File: src/rtl/sram_ctrl_pkg.sv
package sram_ctrl_pkg;

   typedef enum logic [2:0] {
      ST_IDLE = 3'd0,
      ST_RD   = 3'd1,
      ST_WP   = 3'd2,
      ST_WREC = 3'd3,
      ST_TA   = 3'd4
   } sram_st_e;

   function automatic int ns_to_cyc(input int ns, input int period_ns);
      int c;
      c = (ns + period_ns - 1) / period_ns;
      return (c < 1) ? 1 : c;
   endfunction

   function automatic int imax(input int a, input int b);
      return (a > b) ? a : b;
   endfunction

   function automatic int by_grade(input int grade, input int fast_ns, input int slow_ns);
      return (grade == 0) ? fast_ns : slow_ns;
   endfunction

endpackage

File: src/rtl/sram_phase_cnt.sv
module sram_phase_cnt #(
   parameter int CNT_W = 4
) (
   input  logic             clk,
   input  logic             rst_n,
   input  logic             load,
   input  logic [CNT_W-1:0] load_val,
   output logic             zero
);
   logic [CNT_W-1:0] cnt_q;

   always_ff @(posedge clk or negedge rst_n) begin
      if (!rst_n)
         cnt_q <= '0;
      else if (load)
         cnt_q <= load_val;
      else if (cnt_q != '0)
         cnt_q <= cnt_q - 1'b1;
   end

   assign zero = (cnt_q == '0);
endmodule

File: src/rtl/sram_seq.sv
module sram_seq
   import sram_ctrl_pkg::*;
#(
   parameter int ADDR_W  = 18,
   parameter int DATA_W  = 8,
   parameter int RD_CYC  = 3,
   parameter int WP_CYC  = 3,
   parameter int REC_CYC = 0,
   parameter int TA_CYC  = 1
) (
   input  logic              clk,
   input  logic              rst_n,
   input  logic              req,
   input  logic              req_wr,
   input  logic [ADDR_W-1:0] req_addr,
   input  logic [DATA_W-1:0] req_wdata,
   input  logic [DATA_W-1:0] dq_in,
   output sram_st_e          st,
   output sram_st_e          nxt,
   output logic [ADDR_W-1:0] addr_q,
   output logic [DATA_W-1:0] wdata_q,
   output logic [DATA_W-1:0] rdata_q,
   output logic              done_q
);
   localparam int MAX_CYC = imax(imax(RD_CYC, WP_CYC), imax(REC_CYC, TA_CYC));
   localparam int CNT_W   = (MAX_CYC < 2) ? 1 : $clog2(MAX_CYC);
   localparam logic [CNT_W-1:0] RD_LD  = CNT_W'(RD_CYC - 1);
   localparam logic [CNT_W-1:0] WP_LD  = CNT_W'(WP_CYC - 1);
   localparam logic [CNT_W-1:0] TA_LD  = CNT_W'(TA_CYC - 1);
   localparam logic [CNT_W-1:0] REC_LD = CNT_W'((REC_CYC > 0) ? REC_CYC - 1 : 0);

   logic             cnt_load;
   logic [CNT_W-1:0] cnt_val;
   logic             cnt_zero;
   sram_st_e         wp_exit;
   logic             wp_finishes;

   sram_phase_cnt #(.CNT_W(CNT_W)) i_cnt (
      .clk      (clk),
      .rst_n    (rst_n),
      .load     (cnt_load),
      .load_val (cnt_val),
      .zero     (cnt_zero)
   );

   // The recovery phase exists only when the pulse alone is shorter than the write cycle.
   generate
      if (REC_CYC > 0) begin : g_rec
         assign wp_exit     = ST_WREC;
         assign wp_finishes = 1'b0;
      end else begin : g_norec
         assign wp_exit     = ST_IDLE;
         assign wp_finishes = 1'b1;
      end
   endgenerate

   always_comb begin
      nxt      = st;
      cnt_load = 1'b0;
      cnt_val  = '0;
      unique case (st)
         ST_IDLE: if (req) begin
            cnt_load = 1'b1;
            if (req_wr) begin
               nxt     = ST_WP;
               cnt_val = WP_LD;
            end else begin
               nxt     = ST_RD;
               cnt_val = RD_LD;
            end
         end
         ST_RD: if (cnt_zero) begin
            nxt      = ST_TA;
            cnt_load = 1'b1;
            cnt_val  = TA_LD;
         end
         ST_WP: if (cnt_zero) begin
            nxt      = wp_exit;
            cnt_load = !wp_finishes;
            cnt_val  = REC_LD;
         end
         ST_WREC: if (cnt_zero) nxt = ST_IDLE;
         ST_TA:   if (cnt_zero) nxt = ST_IDLE;
         default: nxt = ST_IDLE;
      endcase
   end

   always_ff @(posedge clk or negedge rst_n) begin
      if (!rst_n) begin
         st      <= ST_IDLE;
         addr_q  <= '0;
         wdata_q <= '0;
         rdata_q <= '0;
         done_q  <= 1'b0;
      end else begin
         st     <= nxt;
         done_q <= (st == ST_RD   && cnt_zero) ||
                   (st == ST_WP   && cnt_zero && wp_finishes) ||
                   (st == ST_WREC && cnt_zero);
         if (st == ST_IDLE && req) begin
            addr_q  <= req_addr;
            wdata_q <= req_wdata;
         end
         if (st == ST_RD && cnt_zero)
            rdata_q <= dq_in;
      end
   end

   p_accept_busy_r8: assert property (@(posedge clk) disable iff (!rst_n)
      (st == ST_IDLE && req) |=> (st != ST_IDLE));
   p_done_pulse_r9: assert property (@(posedge clk) disable iff (!rst_n)
      done_q |=> !done_q);
endmodule

File: src/rtl/sram_pin_reg.sv
module sram_pin_reg
   import sram_ctrl_pkg::*;
(
   input  logic     clk,
   input  logic     rst_n,
   input  sram_st_e nxt,
   output logic     ce_n,
   output logic     ce,
   output logic     we_n,
   output logic     oe_n,
   output logic     dq_oe
);
   logic sel_d;
   assign sel_d = (nxt == ST_RD) || (nxt == ST_WP) || (nxt == ST_WREC);

   // Strobes are registered from the next state so that no decode glitch reaches the RAM.
   always_ff @(posedge clk or negedge rst_n) begin
      if (!rst_n) begin
         ce_n  <= 1'b1;
         ce    <= 1'b0;
         we_n  <= 1'b1;
         oe_n  <= 1'b1;
         dq_oe <= 1'b0;
      end else begin
         ce_n  <= !sel_d;
         ce    <= sel_d;
         we_n  <= (nxt != ST_WP);
         oe_n  <= (nxt != ST_RD);
         dq_oe <= (nxt == ST_WP);
      end
   end

   p_no_fight_r2: assert property (@(posedge clk) disable iff (!rst_n)
      !(!we_n && !oe_n) && !(dq_oe && !oe_n));
   p_drive_window_r3: assert property (@(posedge clk) disable iff (!rst_n)
      dq_oe |-> (!we_n && !ce_n && ce));
endmodule

File: src/rtl/sram_async_ctrl.sv
module sram_async_ctrl
   import sram_ctrl_pkg::*;
#(
   parameter int ADDR_W        = 18,
   parameter int DATA_W        = 8,
   parameter int CLK_PERIOD_NS = 20,
   parameter int SPEED_GRADE   = 0
) (
   input  logic              clk,
   input  logic              rst_n,
   input  logic              req,
   input  logic              req_wr,
   input  logic [ADDR_W-1:0] req_addr,
   input  logic [DATA_W-1:0] req_wdata,
   output logic              ready,
   output logic              done,
   output logic [DATA_W-1:0] rdata,
   output logic [ADDR_W-1:0] sram_addr,
   output logic              sram_ce_n,
   output logic              sram_ce,
   output logic              sram_we_n,
   output logic              sram_oe_n,
   output logic [DATA_W-1:0] sram_dq_out,
   input  logic [DATA_W-1:0] sram_dq_in,
   output logic              sram_dq_oe
);
   localparam int T_RC_NS  = by_grade(SPEED_GRADE, 55, 70);
   localparam int T_AA_NS  = by_grade(SPEED_GRADE, 55, 70);
   localparam int T_OE_NS  = by_grade(SPEED_GRADE, 25, 35);
   localparam int T_WP_NS  = by_grade(SPEED_GRADE, 40, 50);
   localparam int T_DW_NS  = by_grade(SPEED_GRADE, 25, 30);
   localparam int T_AW_NS  = by_grade(SPEED_GRADE, 45, 60);
   localparam int T_WC_NS  = by_grade(SPEED_GRADE, 55, 70);
   localparam int T_HZ_NS  = by_grade(SPEED_GRADE, 20, 25);

   localparam int RD_CYC  = ns_to_cyc(imax(imax(T_RC_NS, T_AA_NS), T_OE_NS), CLK_PERIOD_NS);
   localparam int WP_CYC  = ns_to_cyc(imax(imax(T_WP_NS, T_DW_NS), T_AW_NS), CLK_PERIOD_NS);
   localparam int WC_CYC  = ns_to_cyc(T_WC_NS, CLK_PERIOD_NS);
   localparam int REC_CYC = (WC_CYC > WP_CYC) ? WC_CYC - WP_CYC : 0;
   localparam int TA_CYC  = ns_to_cyc(T_HZ_NS, CLK_PERIOD_NS);

   generate
      if (ADDR_W < 1 || DATA_W < 1) begin : g_bad_width
         $error("sram_async_ctrl: ADDR_W and DATA_W must be positive");
      end
      if (CLK_PERIOD_NS < 1) begin : g_bad_period
         $error("sram_async_ctrl: CLK_PERIOD_NS must be at least 1");
      end
      if (SPEED_GRADE != 0 && SPEED_GRADE != 1) begin : g_bad_grade
         $error("sram_async_ctrl: SPEED_GRADE must be 0 or 1");
      end
   endgenerate

   sram_st_e st;
   sram_st_e nxt;

   sram_seq #(
      .ADDR_W  (ADDR_W),
      .DATA_W  (DATA_W),
      .RD_CYC  (RD_CYC),
      .WP_CYC  (WP_CYC),
      .REC_CYC (REC_CYC),
      .TA_CYC  (TA_CYC)
   ) i_seq (
      .clk       (clk),
      .rst_n     (rst_n),
      .req       (req),
      .req_wr    (req_wr),
      .req_addr  (req_addr),
      .req_wdata (req_wdata),
      .dq_in     (sram_dq_in),
      .st        (st),
      .nxt       (nxt),
      .addr_q    (sram_addr),
      .wdata_q   (sram_dq_out),
      .rdata_q   (rdata),
      .done_q    (done)
   );

   sram_pin_reg i_pins (
      .clk   (clk),
      .rst_n (rst_n),
      .nxt   (nxt),
      .ce_n  (sram_ce_n),
      .ce    (sram_ce),
      .we_n  (sram_we_n),
      .oe_n  (sram_oe_n),
      .dq_oe (sram_dq_oe)
   );

   assign ready = (st == ST_IDLE);

   p_idle_quiet_r1: assert property (@(posedge clk) disable iff (!rst_n)
      ready |-> (sram_ce_n && !sram_ce && sram_we_n && sram_oe_n && !sram_dq_oe));
   p_wr_stable_r3: assert property (@(posedge clk) disable iff (!rst_n)
      (!sram_we_n && !$past(sram_we_n)) |-> ($stable(sram_addr) && $stable(sram_dq_out)));
   p_rd_addr_stable_r4: assert property (@(posedge clk) disable iff (!rst_n)
      (!sram_oe_n && !$past(sram_oe_n)) |-> $stable(sram_addr));
   p_turn_gap_r7: assert property (@(posedge clk) disable iff (!rst_n)
      $rose(sram_oe_n) |=> !sram_dq_oe);
endmodule

File: config.mk
export PLATFORM = sky130hd
export DESIGN_NAME = sram_async_ctrl
export DESIGN_NICKNAME = d
export VERILOG_FILES = /design/src/rtl/sram_ctrl_pkg.sv /design/src/rtl/sram_phase_cnt.sv /design/src/rtl/sram_seq.sv /design/src/rtl/sram_pin_reg.sv /design/src/rtl/sram_async_ctrl.sv
export SDC_FILE = /design/constraint.sdc
export NUM_CORES = 1
export LEC_CHECK = 0
export ABC_CLOCK_PERIOD_IN_PS = 3200
export CORE_ASPECT_RATIO = 0.6
export CORE_MARGIN = 2
export CORE_UTILIZATION = 44
export CTS_CLUSTER_SIZE = 16
export DETAILED_ROUTE_END_ITERATION = 7
export HOLD_SLACK_MARGIN = 0.06
export PLACE_DENSITY = 0.86
export SYNTH_ARGS = -nofsm -noshare
export SYNTH_HDL_FRONTEND = slang
export SYNTH_SLANG_ARGS = --single-unit
File: constraint.sdc
create_clock -name clk -period 3.2 [get_ports clk]
set_clock_uncertainty 0.2 [all_clocks]
set_input_delay 0.64 -clock clk [delete_from_list [all_inputs] [get_ports clk]]
set_output_delay 0.64 -clock clk [all_outputs]
set_load 0.03 [all_outputs]
## After elaboration in Yosys (flattened, before gate mapping)

Index checks and enable logic that the tools add are counted.

| storage, ports and cells | value |
|---|---|
| RAM bits | 0 |
| bits of input ports | 38 |
| latch bits | 0 |
| memories kept | 0 |
| register bits | 45 |
| ROM bits | 0 |
| logic and storage cells | 47 |
| output and inout port bits | 41 |

| cells by class | value |
|---|---|
| add/sub/neg operators | 1 |
| multiplexer cells | 12 |
| divide/modulo/power cells | 0 |
| $mul | 0 |
| eq/ne operators | 9 |
| $lt $le $gt $ge | 0 |
| reductions and logical operators | 14 |
| bitwise logic cells | 0 |
| shift operators | 0 |

Operator list:

| kind | count |
|---|---|
| 3-bit by 2-bit == test with 1-bit output (second input constant) | 4 |
| 2-bit two-way mux | 5 |
| 3-bit two-way mux | 3 |
| 3-bit case mux with 3 select lines | 1 |
| 3-bit by 1-bit == test with 1-bit output (second input constant) | 2 |
| 1-bit logical AND | 4 |
| 1-bit logical OR | 4 |
| 2-bit nonzero test | 2 |
| 3-bit == test (second input constant) | 1 |
| 3-bit zero test | 1 |
| 3-bit by 1-bit inequality test with 1-bit output (second input constant) | 1 |
| 3-bit by 2-bit inequality test with 1-bit output (second input constant) | 1 |
| 3-bit OR reduction | 1 |
| 2-bit zero test | 1 |
| 1-bit two-way mux | 2 |
| 1-bit case mux with 2 select lines | 1 |
| 2-bit by 1-bit subtractor with 2-bit output (second input constant) | 1 |
| 1-bit zero test | 1 |

## Depth between registers and ports, before layout

Gate-level depths: netlist of run 1.

| logic depth | value |
|---|---|
| depth in word-level cells | 7 |
| mapped depth | 5 |
| mapped depth without buffers | 4 |

## Hierarchy

Synthesis of run 1 repeated with hierarchy kept, for this count alone.

| second synthesis, totals | value |
|---|---|
| cell total of the unflattened synthesis | 116 |
| area total of the unflattened synthesis | 1,803.0 µm² |

Modules (own cells, without submodules):

| module | sequential area each (µm²) | area each (µm²) | instances | cells each |
|---|---|---|---|---|
| sram_seq | 950.9 | 1,507.7 | 1 | 93 |
| sram_pin_reg | 128.9 | 171.4 | 1 | 10 |
| sram_phase_cnt | 50.0 | 113.9 | 1 | 12 |
| sram_async_ctrl | 0.0 | 10.0 | 1 | 1 |

## Worst setup path after synthesis of run 1

No wires, ideal clock.

| path | value |
|---|---|
| kind | register -> output |
| from | reg i_seq.st[1] |
| to | out ready |
| buffers on the path | 1 |
| setup slack | 1.056 ns |
| data arrival time | 1.304 ns |
| data required time | 2.360 ns |
| cell stages (with the launch flop) | 4 |
| cell sequence | dfrtp_1 > clkbuf_1 > or2_2 > nor2_1 |

| on the way | value |
|---|---|
| word-level cells in the longest chain between the ends | 1 |

Ends and longest elaborated chain:

| item | RTL line | text |
|---|---|---|
| start: declaration | sram_seq.sv:18 | `output sram_st_e st,` |
| start signal: assignment | sram_seq.sv:96 | `st <= nxt;` |
| 3-bit zero test | sram_async_ctrl.sv:91 | `assign ready = (st == ST_IDLE);` |
| end: declaration | sram_async_ctrl.sv:15 | `output logic ready,` |

No other way between the ends.

## Worst setup path in the final report of run 1

Same ends and word-level chain as after synthesis.

==> impl_metrics.env, run 1 <==
export IMPL_path_cells="or2_2, nor2_1, clkdlybuf4s50_1"
export IMPL_cts_root_buf="clkbuf_8"
export IMPL_power_density_mw_per_mm2=1160
export IMPL_core_area_mm2=0.00379
export IMPL_synth_top_cell_area_share=0.587
export IMPL_grt_remaining_overflow=0
export IMPL_ff2ff_path_depth=5
export IMPL_crit_cells=3
export IMPL_p_leak_nw=1.13
export IMPL_yosysTopAreaCell="dfrtp_1"
export IMPL_crit_path_max_incr_delay_ns=0.67
export IMPL_grt_pass1_wl_mm=6.16
export IMPL_ant_nets=0
export IMPL_wl_per_cell_um=16.2
export IMPL_drive_above_1_share=0.264
export IMPL_finalSetupViolCount=0
export IMPL_timing_final_hold_violations=0
export IMPL_nets=235
export IMPL_outcome="complete, no violations"
export IMPL_ctsHoldBuffers=0
export IMPL_initial_utilization=0.473
export IMPL_vias_per_cell=5.05
export IMPL_dp_hpwl_mm=2.98
export IMPL_crit_path_top_delay_cell="clkdlybuf4s50_1"
export IMPL_crit_buf_inv=1
export IMPL_maxSlewViolCount=0
export IMPL_dpl_worst_slack_ns=0.663
export IMPL_instances_no_fill=244
export IMPL_total_power_mw=3.15
export IMPL_syn_area_per_cell_um2=15.4
export IMPL_firstDrtPassIters=2
export IMPL_synthDistinctLibCells=27
export IMPL_ys_ff_latch=45
export IMPL_drt_initial_drc_count=36
export IMPL_worst_setup_path_type="reg -> out"
export IMPL_place_inst=236
export IMPL_cts_setup_buffers=0
export IMPL_dieArea_mm2=0.00462
export IMPL_startpoint="i_seq.st[1]"
export IMPL_cp_top_family="buffers and inverters"
export IMPL_htreeDepth=2
export IMPL_period_needed_ns=2.77
export IMPL_io_pins=79
export IMPL_fin_crit_sh=0.867
export IMPL_grt_pass1_vias=1309
export IMPL_rr_endpoint="i_seq.rdata_q[7]"
export IMPL_max_cap_violations=0
export IMPL_nFillCells=260
export IMPL_worst_slew_pin_slew_ns=0.960
export IMPL_place_congestion=0.771
export IMPL_critPathLaunchType="flop"
export IMPL_antenna_found_initial=0
export IMPL_synth_nets=155
export IMPL_drc=0
export IMPL_arrival_ns=1.93
export IMPL_ys_seq_area_frac=0.631
export IMPL_regToRegStartpoint="i_seq.i_cnt.cnt_q[0]"
export IMPL_clock_path_buffers=2
export IMPL_diodes=0
export IMPL_fp_dieW_um=86.4
export IMPL_cp_max_fo=11
export IMPL_cp_endpoint="ready"
export IMPL_dr_total_vias=1232
export IMPL_cts_tree="done"
export IMPL_hp_class="in -> async"
export IMPL_yosys_warnings=0
export IMPL_setup_tns_final_ns=0
export IMPL_synthCells=116
export IMPL_ys_top_cells_by_area="dfrtp_1, mux2_2, dfstp_2, a211o_1, nor4b_4"
export IMPL_track_usage=0.179
export IMPL_port_buffers=78
export IMPL_die_h_um=53.4
export IMPL_max_freq_mhz=360
export IMPL_r2r_slack_ns=1.18
export IMPL_clkSinkCount=45
export IMPL_grt_setup_unrepaired="false"
export IMPL_cts_buffers=5
export IMPL_insertion_delay_ns=0.28
export IMPL_ir_drop_v=0.000499
export IMPL_syn_area_mm2=0.00179
export IMPL_area_growth_pct=51.9
export IMPL_fin_ws_ns=0.426
export IMPL_grt_max_degree=46
export IMPL_crit_required_ns=2.36
export IMPL_wl_mm=3.95
export IMPL_rows=17
export IMPL_clk_pin_slew_worst_paths_ns=0.08
export IMPL_slew_headroom=0.360
export IMPL_endpoint_kind="output pin"
export IMPL_cts_resized=0
[Yosys cell counts, drive strengths merged]
master / count
nor3: 2
nor4bb: 1
dfstp: 3
mux2: 34
and3b: 1
nor4b: 1
nand4bb: 1
dfrtp: 42
or4b: 2
nand3b: 2
nor2: 1
nand2: 1
a21oi: 3
buf: 3
a211o: 3
o221ai: 1
or3b: 2
inv: 2
ha: 1
clkbuf: 4
xor2: 1
a211oi: 2
or2: 1
nand2b: 2
[sequential cells by signal, summed over array words and instances (netlist names)]
signal / flops
i_pins.ce: 1
i_pins.ce_n: 1
i_pins.dq_oe: 1
i_pins.oe_n: 1
i_pins.we_n: 1
i_seq.addr_q: 18
i_seq.done_q: 1
i_seq.i_cnt.cnt_q: 2
i_seq.rdata_q: 8
i_seq.st: 3
i_seq.wdata_q: 8
[per-layer routing]
metal,GRT usage,wire [um]
met2,0.303,1960
met5,0,0
met4,0.0703,68
met3,0.0515,288
met1,0.219,1630
[kinds of logic (layout without fill, tap and decap cells)]
kind of cell	count (synthesis)	in the layout	share of synthesized area
xor gates and xnor gates	1	1	0.00489
AOI/OAI and AO/OA	9	9	0.0363
and+or+nand+nor	17	17	0.0796
DFF	45	45	0.631
muxes	34	34	0.214
adders and majority gates	1	1	0.00698
buffers and inverters	9	90	0.0279
[area by class of cell]
type / count / area (um^2) / area share
Timing Repair Buffer: 80 / 791 / 0.291
Multi-Input combinational cell: 62 / 618 / 0.227
Clock inverter: 1 / 30.0 / 0.0110
Clock buffer: 7 / 86.3 / 0.0317
Sequential cell: 45 / 1130 / 0.415
Tap cell: 47 / 58.8 / 0.0216
Inverter: 2 / 7.51 / 0.00276
[where the power goes]
group          switching (mW)  internal (mW)
registers               0.184          0.864
logic                   0.867          0.806
clock network           0.172          0.254
total                    1.22           1.92
[per-stage QoR]
step                utilization  instance area, um^2  hold slack [ns]
finish                    0.719                 2720            0.306
global placement          0.688                 2610            0.290
detailed placement        0.688                 2610            0.297
floorplan                     -                 1790            0.144
global route              0.719                 2720            0.323
CTS                       0.719                 2720            0.315
[worst min path at each step]
stage / startpoint / cells past startpoint / endpoint / slack (ns)
after floorplan: rst_n / 0 / i_pins.ce / 0.14
final: rst_n / 1 / i_seq.st[1] / 0.31
after global routing: i_seq.addr_q[3] / 1 / i_seq.addr_q[3] / 0.32
after CTS: i_seq.addr_q[3] / 1 / i_seq.addr_q[3] / 0.31
after detailed placement: i_seq.addr_q[3] / 1 / i_seq.addr_q[3] / 0.30
after global placement: i_seq.rdata_q[1] / 1 / i_seq.rdata_q[1] / 0.29
[layout by cell type (no fill, tap or decap)]
cell	instances
dfrtp_1	42
nand4bb_1	1
nand2b_1	2
a211o_1	3
ha_1	1
or3b_2	2
nor2_1	1
or4b_2	1
or2_2	1
nor3_1	2
nor4bb_2	1
nor4b_4	1
and3b_1	1
mux2_2	33
clkbuf_1	1
xor2_1	1
clkdlybuf4s50_1	77
o221ai_1	1
bufinv_16	1
dfstp_2	3
buf_2	1
nand3b_1	2
a21oi_1	3
nand2_1	1
clkbuf_8	6
inv_1	2
mux2_1	1
or4b_1	1
a211oi_1	2
buf_4	2
Power figures use the tool's default switching activity.
==> inputs of run 2 (changes only) <==
Settings changed: CAP_MARGIN set to 20, CORE_UTILIZATION 44 to 45, PLACE_DENSITY 0.86 to 0.88, SYNTH_HIERARCHICAL set to 1.
==> impl_metrics.env, run 2 <==
export IMPL_timing_final_hold_violations=0
export IMPL_cts_buffers=5
export IMPL_multi_input_area_um2=628
export IMPL_dp_hpwl_mm=2.88
export IMPL_ir_drop_v=0.000688
export IMPL_vias_per_cell=4.93
export IMPL_async_flop_share=1.00
export IMPL_fin_ws_ns=0.650
export IMPL_synth_top_flop_cell="dfrtp_1"
export IMPL_drt_initial_drc_count=19
export IMPL_fin_area_mm2=0.00275
export IMPL_reg_largest_list="i_seq/addr_q (18), i_seq/rdata_q (8), i_seq/wdata_q (8)"
export IMPL_period_needed_ns=2.55
export IMPL_initial_utilization=0.482
export IMPL_synthDistinctLibCells=31
export IMPL_max_freq_mhz=392
export IMPL_place_area_mm2=0.00262
export IMPL_ys_seq_area_frac=0.627
export IMPL_core_area_mm2=0.00374
export IMPL_p_leak_nw=1.14
export IMPL_diodes=0
export IMPL_synthCells=116
export IMPL_yosysTopAreaCell="dfrtp_1"
export IMPL_synth_top_cell_area_share=0.583
export IMPL_arrival_ns=1.71
export IMPL_fp_dieW_um=85.7
export IMPL_regArea_mm2=0.00113
export IMPL_die_h_um=53.0
export IMPL_grt_remaining_overflow=0
export IMPL_instances_no_fill=246
export IMPL_hold_ws_ns=0.288
export IMPL_syn_area_mm2=0.00180
export IMPL_final_common_cell="clkdlybuf4s50_1"
export IMPL_ff2ff_path_depth=3
export IMPL_clock_path_buffers=2
export IMPL_final_cell_mix="clkdlybuf4s50_1, dfrtp_1, mux2_2"
export IMPL_ctsHoldBuffers=0
export IMPL_ys_top_cells_by_area="dfrtp_1, mux2_2, dfstp_2, mux2_1, buf_6"
export IMPL_port_buffers=78
export IMPL_total_power_mw=3.26
export IMPL_slew_headroom=0.378
export IMPL_nets=237
export IMPL_area_growth_pct=52.5
export IMPL_rr_endpoint="i_pins/oe_n"
export IMPL_post_synth_top_count_cell="dfrtp_1"
export IMPL_regMostFlops="i_seq/addr_q"
export IMPL_insertion_delay_ns=0.29
export IMPL_maxSlewViolCount=0
export IMPL_grt_pass1_wl_mm=6.23
export IMPL_endpoint_kind="output pin"
export IMPL_ys_ff_latch=45
export IMPL_clk_pin_slew_worst_paths_ns=0.08
export IMPL_grt_setup_unrepaired="false"
export IMPL_crit_required_ns=2.36
export IMPL_dpl_worst_slack_ns=0.410
export IMPL_nFillCells=251
export IMPL_dieArea_mm2=0.00455
export IMPL_max_cap_violations=0
export IMPL_antenna_found_initial=0
export IMPL_cts_root_buf="clkbuf_8"
export IMPL_startpoint="i_seq/st[1]"
export IMPL_grt_max_degree=46
export IMPL_critPathLaunchType="flop"
export IMPL_synth_edf_count=0
export IMPL_io_pins=79
export IMPL_drc=0
export IMPL_wl_per_cell_um=16.2
export IMPL_setup_tns_final_ns=0
export IMPL_cts_setup_buffers=0
export IMPL_worst_setup_path_type="reg -> out"
export IMPL_firstDrtPassIters=4
export IMPL_finalSetupViolCount=0
export IMPL_htreeDepth=2
export IMPL_rows=17
export IMPL_clkSinkCount=45
export IMPL_place_congestion=0.753
export IMPL_power_density_mw_per_mm2=1180
export IMPL_syn_area_per_cell_um2=15.5
export IMPL_ant_nets=0
export IMPL_regToRegStartpoint="i_seq/st[1]"
export IMPL_fin_util=0.734
export IMPL_fin_crit_sh=0.797
export IMPL_netlist_top_cells_count="dfrtp_1, mux2_2, mux2_1"
export IMPL_drive_above_1_share=0.246
export IMPL_place_inst=238
export IMPL_largest_register_ffs=18
export IMPL_cp_max_fo=9
export IMPL_r2r_slack_ns=0.98
export IMPL_wl_mm=3.98
export IMPL_worst_slew_pin_slew_ns=0.934
export IMPL_cp_endpoint="ready"
export IMPL_cts_tree="done"
export IMPL_grt_pass1_vias=1280
export IMPL_track_usage=0.185
export IMPL_outcome="complete, no violations"
export IMPL_dr_total_vias=1212
export IMPL_hp_class="in -> async"
export IMPL_cts_resized=0
export IMPL_yosys_warnings=6
export IMPL_synth_nets=155
[run 2: cell count changes in the layout (fill, tap and decap cells not counted), sizes merged, moves of 2 or more]
cell / previous run / this run
clkbuf: 7 / 5
a211o: 3 / 0
nor3b: 0 / 2
or2b: 0 / 2
a211oi: 2 / 0
[run 2: where the power goes]
part | switching (mW) | internal (mW) | total, mW | leakage (nW)
Clock | 0.177 | 0.310 | 0.487 | 0.0681
Sequential | 0.184 | 0.865 | 1.05 | 0.535
Combinational | 0.899 | 0.821 | 1.72 | 0.536
Total | 1.26 | 2.00 | 3.26 | 1.14
[run 2: critical path: stages, from the launching register on]
cell and delay, ns:
dfrtp_1 0.51, nor3_2 0.21, clkdlybuf4s50_1 0.70
[run 2: final cells by class]
class	instances	share of cell area
Clock buffer	5	0.0250
Clock inverter	3	0.0237
Inverter	2	0.00273
Multi-Input combinational cell	64	0.228
Sequential cell	45	0.411
Tap cell	47	0.0214
Timing Repair Buffer	80	0.288
[run 2: routing by layer]
metal / wire (um) / track usage
met4: 28 / 0.0635
met5: 0 / 0
met1: 1760 / 0.229
met3: 263 / 0.0608
met2: 1930 / 0.313
[run 2: cell families (layout without fill, tap and decap cells)]
family          count (synthesis)  after routing  synth area share
flops                          45             45             0.627
mux                            35             35             0.218
simple gates                   19             19            0.0874
compound gates                  7              7            0.0257
buf+inv                         7             90            0.0285
fa+ha+maj                       1              1           0.00694
other cells                     1              1           0.00208
xor+xnor                        1              1           0.00486
[run 2: worst min-delay path by stage]
stage	slack, ns	start	cells past startpoint	end
5_1_grt	0.32	i_seq/addr_q[15]	1	i_seq/addr_q[15]
2_1_floorplan	0.14	rst_n	0	i_pins/ce
3_5_place_dp	0.28	i_seq/addr_q[15]	1	i_seq/addr_q[15]
4_1_cts	0.29	i_seq/addr_q[15]	1	i_seq/addr_q[15]
3_3_place_gp	0.27	i_seq/wdata_q[6]	1	i_seq/wdata_q[6]
6_report	0.29	rst_n	1	i_seq/wdata_q[6]
==> inputs of run 3 (changes only) <==
Settings changed: ABC_CLOCK_PERIOD_IN_PS 3200 to 2450, CORE_UTILIZATION 45 to 41, PLACE_DENSITY 0.88 to 0.81.
Clock period 3.2 ns to 2.45 ns, I/O delays scaled along.
==> impl_metrics.env, run 3 (synthesis results as in run 2) <==
export IMPL_grt_remaining_overflow=0
export IMPL_drc=0
export IMPL_final_common_cell="clkdlybuf4s50_1"
export IMPL_finalSetupViolCount=0
export IMPL_period_needed_ns=2.18
export IMPL_fp_dieW_um=89.6
export IMPL_worst_slew_pin_slew_ns=0.789
export IMPL_crit_path_max_incr_delay_ns=0.68
export IMPL_intPower_mw=2.42
export IMPL_timing_final_hold_violations=0
export IMPL_wl_mm=3.88
export IMPL_cts_setup_buffers=0
export IMPL_diodes=0
export IMPL_max_freq_mhz=459
export IMPL_track_usage=0.168
export IMPL_power_density_mw_per_mm2=1470
export IMPL_die_h_um=55.4
export IMPL_regToRegStartpoint="i_seq/i_cnt/cnt_q[0]"
export IMPL_rows=18
export IMPL_cts_root_buf="clkbuf_8"
export IMPL_firstDrtPassIters=4
export IMPL_total_power_mw=4.05
export IMPL_cp_top_family="buffers and inverters"
export IMPL_cts_resized=0
export IMPL_drive_above_1_share=0.251
export IMPL_regMostFlops="i_seq/addr_q"
export IMPL_hold_ws_ns=0.0740
export IMPL_clk_pin_slew_worst_paths_ns=0.08
export IMPL_critPathLaunchType="flop"
export IMPL_io_pins=79
export IMPL_fin_crit_sh=0.889
export IMPL_port_buffers=78
export IMPL_nFillCells=305
export IMPL_grt_pass1_wl_mm=6.40
export IMPL_fin_util=0.659
export IMPL_final_cell_mix="clkdlybuf4s50_1, dfrtp_1, mux2_2"
export IMPL_largest_register_ffs=18
export IMPL_drt_initial_drc_count=41
export IMPL_crit_buf_inv=1
export IMPL_p_leak_nw=1.14
export IMPL_wl_per_cell_um=14.8
export IMPL_grt_pass1_vias=1337
export IMPL_ctsHoldBuffers=0
export IMPL_htreeDepth=2
export IMPL_max_cap_violations=0
export IMPL_core_area_mm2=0.00417
export IMPL_crit_required_ns=1.76
export IMPL_antenna_found_initial=0
export IMPL_dpl_worst_slack_ns=0.0446
export IMPL_worst_setup_path_type="reg -> out"
export IMPL_outcome="complete, no violations"
export IMPL_cp_max_fo=1
export IMPL_fin_ws_ns=0.272
export IMPL_place_congestion=0.741
export IMPL_crit_path_top_delay_cell="clkdlybuf4s50_1"
export IMPL_dp_hpwl_mm=2.96
export IMPL_grt_setup_unrepaired="false"
export IMPL_arrival_ns=1.49
export IMPL_endpoint_kind="output pin"
export IMPL_slew_headroom=0.474
export IMPL_area_growth_pct=52.4
export IMPL_regArea_mm2=0.00113
export IMPL_clock_path_buffers=2
export IMPL_switching_share=0.402
export IMPL_hp_class="in -> async"
export IMPL_reg_largest_list="i_seq/addr_q (18), i_seq/rdata_q (8), i_seq/wdata_q (8)"
export IMPL_cts_buffers=5
export IMPL_grt_max_degree=37
export IMPL_r2r_slack_ns=0.34
export IMPL_dr_total_vias=1259
export IMPL_setup_tns_final_ns=0
export IMPL_dieArea_mm2=0.00496
export IMPL_clkSinkCount=45
export IMPL_vias_per_cell=4.79
export IMPL_maxSlewViolCount=0
export IMPL_clkPwrFrac=0.108
export IMPL_seqPwrFrac=0.335
export IMPL_cts_tree="done"
export IMPL_nets=241
export IMPL_ff2ff_path_depth=5
export IMPL_path_cells="clkdlybuf4s50_1"
export IMPL_ant_nets=0
export IMPL_multi_input_area_um2=628
export IMPL_ir_drop_v=0.000793
export IMPL_initial_utilization=0.433
export IMPL_rr_endpoint="i_pins/ce"
export IMPL_power_frac_comb=0.557
export IMPL_insertion_delay_ns=0.29
export IMPL_p_switching_mw=1.63
==> run 3: cell types whose count changed in the layout (fill, tap and decap cells not counted) <==
cell,change
buf_4,+4
bufinv_16,-2
clkbuf_1,+2
clkdlybuf4s50_1,-1
clkinv_2,-1
clkinvlp_4,+1
dlymetal6s2s_1,+1
==> run 3: power by group through the flow <==
stage               combinational (mW)  clock, mW  sequential (mW)
detailed placement                2.28          0             1.37
global placement                  2.22          0             1.34
global route                      2.40      0.496             1.40
finish                            2.26      0.437             1.36
floorplan                        0.749          0             1.98
CTS                               2.29      0.457             1.36
==> run 3: final cells by class <==
cell class / count / area share
Multi-Input combinational cell: 64 / 0.229
Sequential cell: 45 / 0.411
Timing Repair Buffer: 84 / 0.300
Clock buffer: 7 / 0.0278
Inverter: 2 / 0.00273
Clock inverter: 1 / 0.00273
Tap cell: 60 / 0.0273
==> run 3: how the worst max path moves through the flow <==
stage          slack (ns)  cells after the start     endpoint                  from
2_1_floorplan        0.37                      4  i_pins/oe_n           i_seq/st[0]
3_3_place_gp         0.11                      4  i_pins/oe_n                   req
3_5_place_dp         0.04                      4  i_pins/oe_n                   req
4_1_cts              0.03                      2        ready           i_seq/st[1]
5_1_grt              0.19                      5    i_pins/ce  i_seq/i_cnt/cnt_q[0]
6_report             0.27                      1    sram_ce_n           i_pins/ce_n
==> run 3: through the flow <==
stage	cells	instance area, um^2
final	263	2750
after global routing	263	2750
after CTS	263	2750
after detailed placement	255	2660
after global placement	255	2660
after floorplan	116	1800
==> run 3: routing by layer <==
layer  share of wire  vias up  GRT usage  wire (um)
met2            0.46       59      0.269       1780
met1            0.41      619      0.207       1600
li1                -      577          -          -
met3            0.12        4     0.0807        471
met4          0.0075        0     0.0362         29
met5               0        -          0          0
